`src/rtl/pfg_pkg.sv`:
```
package pfg_pkg;

  typedef enum logic [2:0] {
    PS_OFF  = 3'd0,
    PS_RUN  = 3'd1,
    PS_WAIT = 3'd2,
    PS_LOCK = 3'd3,
    PS_HOLD = 3'd4
  } pair_state_e;

  typedef struct packed {
    logic reserved;
    logic invert;
    logic latched;
  } mode_cfg_t;

  function automatic mode_cfg_t decode_strap(input logic [2:0] s);
    mode_cfg_t c;
    c.reserved = s[2];
    c.invert   = s[1] & ~s[2];
    c.latched  = s[0] & ~s[2];
    return c;
  endfunction

endpackage

```
`src/rtl/pfg_retry_timer.sv`:
```
module pfg_retry_timer #(
  parameter int CYC_PER_MS = 100000,
  parameter int RETRY_MS   = 85
) (
  input  logic clk,
  input  logic rst,
  input  logic clear,
  output logic expire
);
  localparam int PW = (CYC_PER_MS > 1) ? $clog2(CYC_PER_MS) : 1;
  localparam int MW = (RETRY_MS > 1) ? $clog2(RETRY_MS) : 1;
  localparam logic [PW-1:0] PRE_LAST = PW'(CYC_PER_MS - 1);
  localparam logic [MW-1:0] MS_LAST  = MW'(RETRY_MS - 1);

  logic [PW-1:0] pre_q;
  logic [MW-1:0] ms_q;
  logic          pre_wrap;
  logic          ms_wrap;

  assign pre_wrap = (pre_q == PRE_LAST);
  assign ms_wrap  = (ms_q == MS_LAST);
  assign expire   = ~clear & pre_wrap & ms_wrap;

  always_ff @(posedge clk) begin
    if (rst || clear) begin
      pre_q <= '0;
      ms_q  <= '0;
    end else if (pre_wrap) begin
      pre_q <= '0;
      ms_q  <= ms_wrap ? '0 : ms_q + 1'b1;
    end else begin
      pre_q <= pre_q + 1'b1;
    end
  end
endmodule

```
`src/rtl/pfg_pair_ctrl.sv`:
```
module pfg_pair_ctrl
  import pfg_pkg::*;
#(
  parameter int CYC_PER_MS = 100000,
  parameter int RETRY_MS   = 85,
  parameter int MAX_TRIES  = 5
) (
  input  logic       clk,
  input  logic       rst,
  input  logic       pair_rst_n,
  input  logic [2:0] mode_strap,
  input  logic       fault,
  input  logic [1:0] pwm_in,
  output logic [1:0] pwm_out,
  output logic       drive_en
);
  localparam int TW = $clog2(MAX_TRIES + 1);
  localparam logic [TW-1:0] TRY_LAST = TW'(MAX_TRIES - 1);

  pair_state_e   state_q;
  mode_cfg_t     cfg_q;
  mode_cfg_t     cfg_new;
  logic [TW-1:0] tries_q;
  logic          expire;
  logic          tmr_clear;

  assign cfg_new   = decode_strap(mode_strap);
  assign tmr_clear = (state_q != PS_WAIT) | ~pair_rst_n;
  assign drive_en  = (state_q == PS_RUN);

  pfg_retry_timer #(
    .CYC_PER_MS(CYC_PER_MS),
    .RETRY_MS  (RETRY_MS)
  ) u_tmr (
    .clk   (clk),
    .rst   (rst),
    .clear (tmr_clear),
    .expire(expire)
  );

  always_ff @(posedge clk) begin
    if (rst) begin
      state_q <= PS_OFF;
      cfg_q   <= '0;
      tries_q <= '0;
    end else if (!pair_rst_n) begin
      state_q <= PS_OFF;
      tries_q <= '0;
    end else begin
      unique case (state_q)
        PS_OFF: begin
          cfg_q   <= cfg_new;
          tries_q <= '0;
          state_q <= cfg_new.reserved ? PS_HOLD : PS_RUN;
        end
        PS_RUN: begin
          if (fault) begin
            tries_q <= '0;
            state_q <= cfg_q.latched ? PS_LOCK : PS_WAIT;
          end
        end
        PS_WAIT: begin
          if (expire) begin
            if (!fault) begin
              tries_q <= '0;
              state_q <= PS_RUN;
            end else if (tries_q == TRY_LAST) begin
              state_q <= PS_LOCK;
            end else begin
              tries_q <= tries_q + 1'b1;
            end
          end
        end
        PS_LOCK: state_q <= PS_LOCK;
        PS_HOLD: state_q <= PS_HOLD;
        default: state_q <= PS_OFF;
      endcase
    end
  end

  always_ff @(posedge clk) begin
    if (rst) begin
      pwm_out <= '0;
    end else if (drive_en) begin
      pwm_out <= {pwm_in[1] ^ cfg_q.invert, pwm_in[0]};
    end else begin
      pwm_out <= '0;
    end
  end
endmodule

```
`src/rtl/pfg_flag_out.sv`:
```
module pfg_flag_out #(
  parameter int NPAIRS = 2
) (
  input  logic                  clk,
  input  logic                  rst,
  input  logic                  quiet,
  input  logic [2*NPAIRS-1:0]   oc_chan,
  input  logic                  therm_warn,
  input  logic                  over_temp,
  input  logic                  under_volt,
  output logic [NPAIRS-1:0]     oc_err_n,
  output logic                  uvt_err_n,
  output logic                  warn_n
);
  logic [NPAIRS-1:0] oc_pair;

  for (genvar p = 0; p < NPAIRS; p++) begin : g_or
    assign oc_pair[p] = |oc_chan[2*p +: 2];
  end

  always_ff @(posedge clk) begin
    if (rst || quiet) begin
      oc_err_n  <= '1;
      uvt_err_n <= 1'b1;
      warn_n    <= 1'b1;
    end else begin
      oc_err_n  <= ~oc_pair;
      uvt_err_n <= ~(over_temp | under_volt);
      warn_n    <= ~therm_warn;
    end
  end
endmodule

```
`src/rtl/drv_fault_guard.sv`:
```
module drv_fault_guard #(
  parameter int NPAIRS    = 2,
  parameter int CLK_HZ    = 100000000,
  parameter int RETRY_MS  = 85,
  parameter int MAX_TRIES = 5
) (
  input  logic                  clk,
  input  logic                  rst,
  input  logic [NPAIRS-1:0]     pair_rst_n,
  input  logic [2:0]            mode_strap,
  input  logic [2*NPAIRS-1:0]   pwm_in,
  input  logic [2*NPAIRS-1:0]   oc_chan,
  input  logic                  therm_warn,
  input  logic                  over_temp,
  input  logic                  under_volt,
  output logic [2*NPAIRS-1:0]   pwm_out,
  output logic [2*NPAIRS-1:0]   out_en,
  output logic [NPAIRS-1:0]     oc_err_n,
  output logic                  uvt_err_n,
  output logic                  warn_n
);
  localparam int CYC_PER_MS = (CLK_HZ >= 1000) ? CLK_HZ / 1000 : 1;

  logic shared_fault;
  assign shared_fault = over_temp | under_volt;

  for (genvar p = 0; p < NPAIRS; p++) begin : g_pair
    logic en;
    logic fault;
    assign fault = (|oc_chan[2*p +: 2]) | shared_fault;

    pfg_pair_ctrl #(
      .CYC_PER_MS(CYC_PER_MS),
      .RETRY_MS  (RETRY_MS),
      .MAX_TRIES (MAX_TRIES)
    ) u_pair (
      .clk       (clk),
      .rst       (rst),
      .pair_rst_n(pair_rst_n[p]),
      .mode_strap(mode_strap),
      .fault     (fault),
      .pwm_in    (pwm_in[2*p +: 2]),
      .pwm_out   (pwm_out[2*p +: 2]),
      .drive_en  (en)
    );
    assign out_en[2*p +: 2] = {en, en};
  end

  pfg_flag_out #(.NPAIRS(NPAIRS)) u_flags (
    .clk       (clk),
    .rst       (rst),
    .quiet     (mode_strap[2]),
    .oc_chan   (oc_chan),
    .therm_warn(therm_warn),
    .over_temp (over_temp),
    .under_volt(under_volt),
    .oc_err_n  (oc_err_n),
    .uvt_err_n (uvt_err_n),
    .warn_n    (warn_n)
  );
endmodule

```
`config.mk`:
```
export PLATFORM = sky130hd
export DESIGN_NAME = drv_fault_guard
export DESIGN_NICKNAME = d
export VERILOG_FILES = /design/src/rtl/pfg_pkg.sv /design/src/rtl/pfg_retry_timer.sv /design/src/rtl/pfg_pair_ctrl.sv /design/src/rtl/pfg_flag_out.sv /design/src/rtl/drv_fault_guard.sv
export SDC_FILE = /design/constraint.sdc
export NUM_CORES = 1
export LEC_CHECK = 0
export BUFFER_PORTS_ARGS = -buffer_cell sky130_fd_sc_hd__buf_2
export CAP_MARGIN = 30
export CORE_AREA = 2 2 120 122
export DETAILED_ROUTE_END_ITERATION = 12
export DIE_AREA = 0 0 122 124
export PLACE_DENSITY_LB_ADDON = 0.05
export SKIP_LAST_GASP = 1
export SLEW_MARGIN = 20
export SYNTH_ARGS = -nofsm -noshare
export SYNTH_HDL_FRONTEND = slang
export SYNTH_SLANG_ARGS = --single-unit
```
`constraint.sdc`:
```
create_clock -name clk -period 1.9 [get_ports clk]
set_input_delay 0.095 -clock clk [delete_from_list [all_inputs] [get_ports clk]]
set_output_delay 0.095 -clock clk [all_outputs]
set_load 0.02 [all_outputs]
```
==> results.md <==
- Status: finished, violations left
- Failing checks: setup timing
- Critical Path RT: 2.12 ns
- IO buf count: 29
- Max Transition Viols Final: 0
- # IOs: 30
- Final setup fails: 2
- Main combinational cell family by area after synthesis: simple AND/OR/NAND/NOR gates
- Startpoint types: register
- RePlAce Congestion: 0.723
- GRT Resource Usage Total: 0.115
- Vias in the first global route: 2867
- DP Wirelength: 6.05 mm
- Total Nets Final: 505
- Pwr dens: 715 nW/um^2
- Synth Area in Simple Gates: 0.308
- Layout overhead on the synthesized area: 36.8%
- Post-route insts no fill: 662
- Sequential share of the synthesized area: 0.427
- Rows: 43
- Crit path kind: reg -> reg
- Initial core utilization: 0.246
- CTS sink count: 72
- First-pass DRT Iterations: 4
- Fin. Hold Viols: 0
- DR WL/cell: 12.2 um
- Core box area: 13700 sq um
- Adder-cell share of the synthesized area: 0.0371
- Post-layout minimum cycle time: 1.92 ns
- First-pass GRT wire length: 13.4 mm
- Cells after Synth: 388
- Synth warn: 0
- Worst-skew pair later-pin latency: 0.33 ns
- Compound-Gate Fraction of Synth Area: 0.0515
- Number of flops mapped to enable cells by yosys: 0
- Initial antenna violation count: 0
- Worst Skew: 0.00581 ns
- DP Cell Count: 638
- Relative slew slack: 0.565
- Die Footprint: 15100 sq um
- Largest cells by area after synthesis: dfxtp_1, nor2_1, xor2_1, xnor2_1, ha_1
- Yosys top cell by area: dfxtp_1
- Max-Cap Viols: 0
- Fraction of layout cells with a size suffix above 1: 0.286
- Largest net degree at the start of global routing: 18
- Clk Tree Root Cell: clkbuf_16
- DR vias/cell: 4.38
- Mux share of post-synthesis cell area: 0.0241
- Clk pin slew, worst setup/hold paths: 0.06 ns
- Area share of the largest cell type after synthesis: 0.427
- Arr. time, crit path: 2.14 ns
- Post-Syn Area per Cell: 8.70 sq um
- Unique cell type count in the Yosys netlist: 51
- Static Leak: 0.00173 uW
- CTS tree: done
- Synth Area in XOR/XNOR: 0.114
- Total gr overflow: 0
- Slew @ Worst Pin: 0.644 ns
- Total wire length: 8.10 mm
- Yosys reg bits: 72
- Flop2flop setup slack: -0.02 ns
- CTS Buf Count: 9
- Endpoint class of the critical path: register
- Ys flop type: dfxtp_1
- Unrepaired setup endpoints after global routing: true
- Synth Net Count: 416
- Tcrit/Tclk final: 1.01
- Vias: 2902
- Crit path max fanout: 5
- Ys async rst share: 0
- Remaining DRCs: 0
- Die Y: 124 um
- Mapped Area: 3380 sq um
- Max frequency: 521 MHz
- Clock buffer depth: 2
- Worst hold path class: in -> reg
- Commonest cells after routing, fill and taps aside: nor2_1, dfxtp_1, buf_4, buf_2, nand2_1
- VDD IR max: 0.000394 V
- Die X: 122 um
- Power Total: 3300 uW
- Setup ws final: -0.0187 ns
- Post-route ant nets: 0
- Commonest non-fill, non-tap cell in the layout: nor2_1
- Initial DRC Count: 70
- # diodes: 0
- H-tree depth: 3
==> cells in the mapped netlist, types with 4 or more instances <==
cell / count
nor2_1: 76
dfxtp_1: 72
nand2_1: 27
xor2_1: 24
nand3_1: 23
xnor2_1: 20
inv_1: 15
nor3_1: 12
nand4_1: 11
ha_1: 10
clkbuf_1: 7
mux2i_1: 7
nor4_1: 6
o21ai_0: 6
nand2b_1: 5
a31oi_1: 4
and3_1: 4
buf_4: 4
nor2b_1: 4
nor3b_1: 4
nor4b_1: 4
==> report_power, final <==
group	switching (uW)	leakage, uW	internal [uW]
sequential	10.3	0.000585	1530
clock	636	0.000145	985
combinational	78.6	0.000999	69.1
total	724	0.00173	2580
==> metal layers <==
metal,global-route usage,part of all wire,up-vias
met1,0.140,0.49,1362
met3,0.0220,0.014,13
met5,0,0,-
met4,0.0582,0.022,0
li1,-,-,1511
met2,0.193,0.47,16
==> registers in the layout, summed over array words and instances, names as in the netlist, 2 cells and up <==
register,flops
g_pair.u_pair.tries_q,6
g_pair.u_pair.u_tmr.ms_q,14
g_pair.u_pair.cfg_q,4
g_pair.u_pair.state_q,6
g_pair.u_pair.u_tmr.pre_q,34
g_pair.u_pair.pwm_out,4
u_flags.oc_err_n,2
==> worst max-delay path, cell delays in order (launching register included) <==
cell and delay [ns]:
dfxtp_2 0.32, or4b_4 0.54, nor4_4 0.36, and2b_4 0.25
o22ai_4 0.08, mux2_2 0.27
==> what timing repair did <==
action | in CTS | in global routing
setup buffers | 2 | 0
setup endpoints to repair | 51 | 51
gates cloned | 0 | 0
endpoints found under the hold margin | 4 | 0
pin swaps | 3 | 4
gates resized for setup | 10 | 12
hold buffers | 6 | 0
==> worst paths after layout <==
path | to | depth (start not counted) | start
setup / recovery | g_pair[0].u_pair.tries_q[0] | 5 | g_pair[0].u_pair.u_tmr.pre_q[5]
hold / removal | u_flags.uvt_err_n | 2 | under_volt
setup reg to reg | g_pair[0].u_pair.tries_q[0] | 5 | g_pair[0].u_pair.u_tmr.pre_q[5]
hold reg to reg | g_pair[1].u_pair.u_tmr.pre_q[0] | 1 | g_pair[1].u_pair.u_tmr.pre_q[0]
==> logic make-up after synthesis <==
kind of cell / Yosys count
xor gates and xnor gates: 44
muxes: 8
and+or+nand+nor: 201
AOI/OAI and AO/OA: 24
buffers and inverters: 29
adders and majority gates: 10
DFF: 72
==> area by class of cell <==
type / count / area, sq um
sequential: 72 / 1450
tap: 180 / 225
timing repair buffer: 92 / 649
inverter: 15 / 56.3
clock buffer: 13 / 270
fill: 1435 / 9100
clock inverter: 3 / 15.0
multi-input combinational: 287 / 1950
==> per-stage QoR <==
stage          cell area, sq um   util  hold WS (ns)  setup TNS (ns)  setup WS [ns]
6_report                   4620  0.337        0.0164         -0.0260        -0.0187
5_1_grt                    4620  0.337       0.00676           -1.12        -0.0793
4_1_cts                    4560  0.332       0.00323          -0.426        -0.0272
3_5_place_dp               4150  0.303         0.260           -1.02        -0.0580
3_3_place_gp               4150  0.303         0.259          -0.672        -0.0464
2_1_floorplan              3460      -         0.157          -0.293         -0.101
No activity file was read; power rests on OpenSTA's default activity.
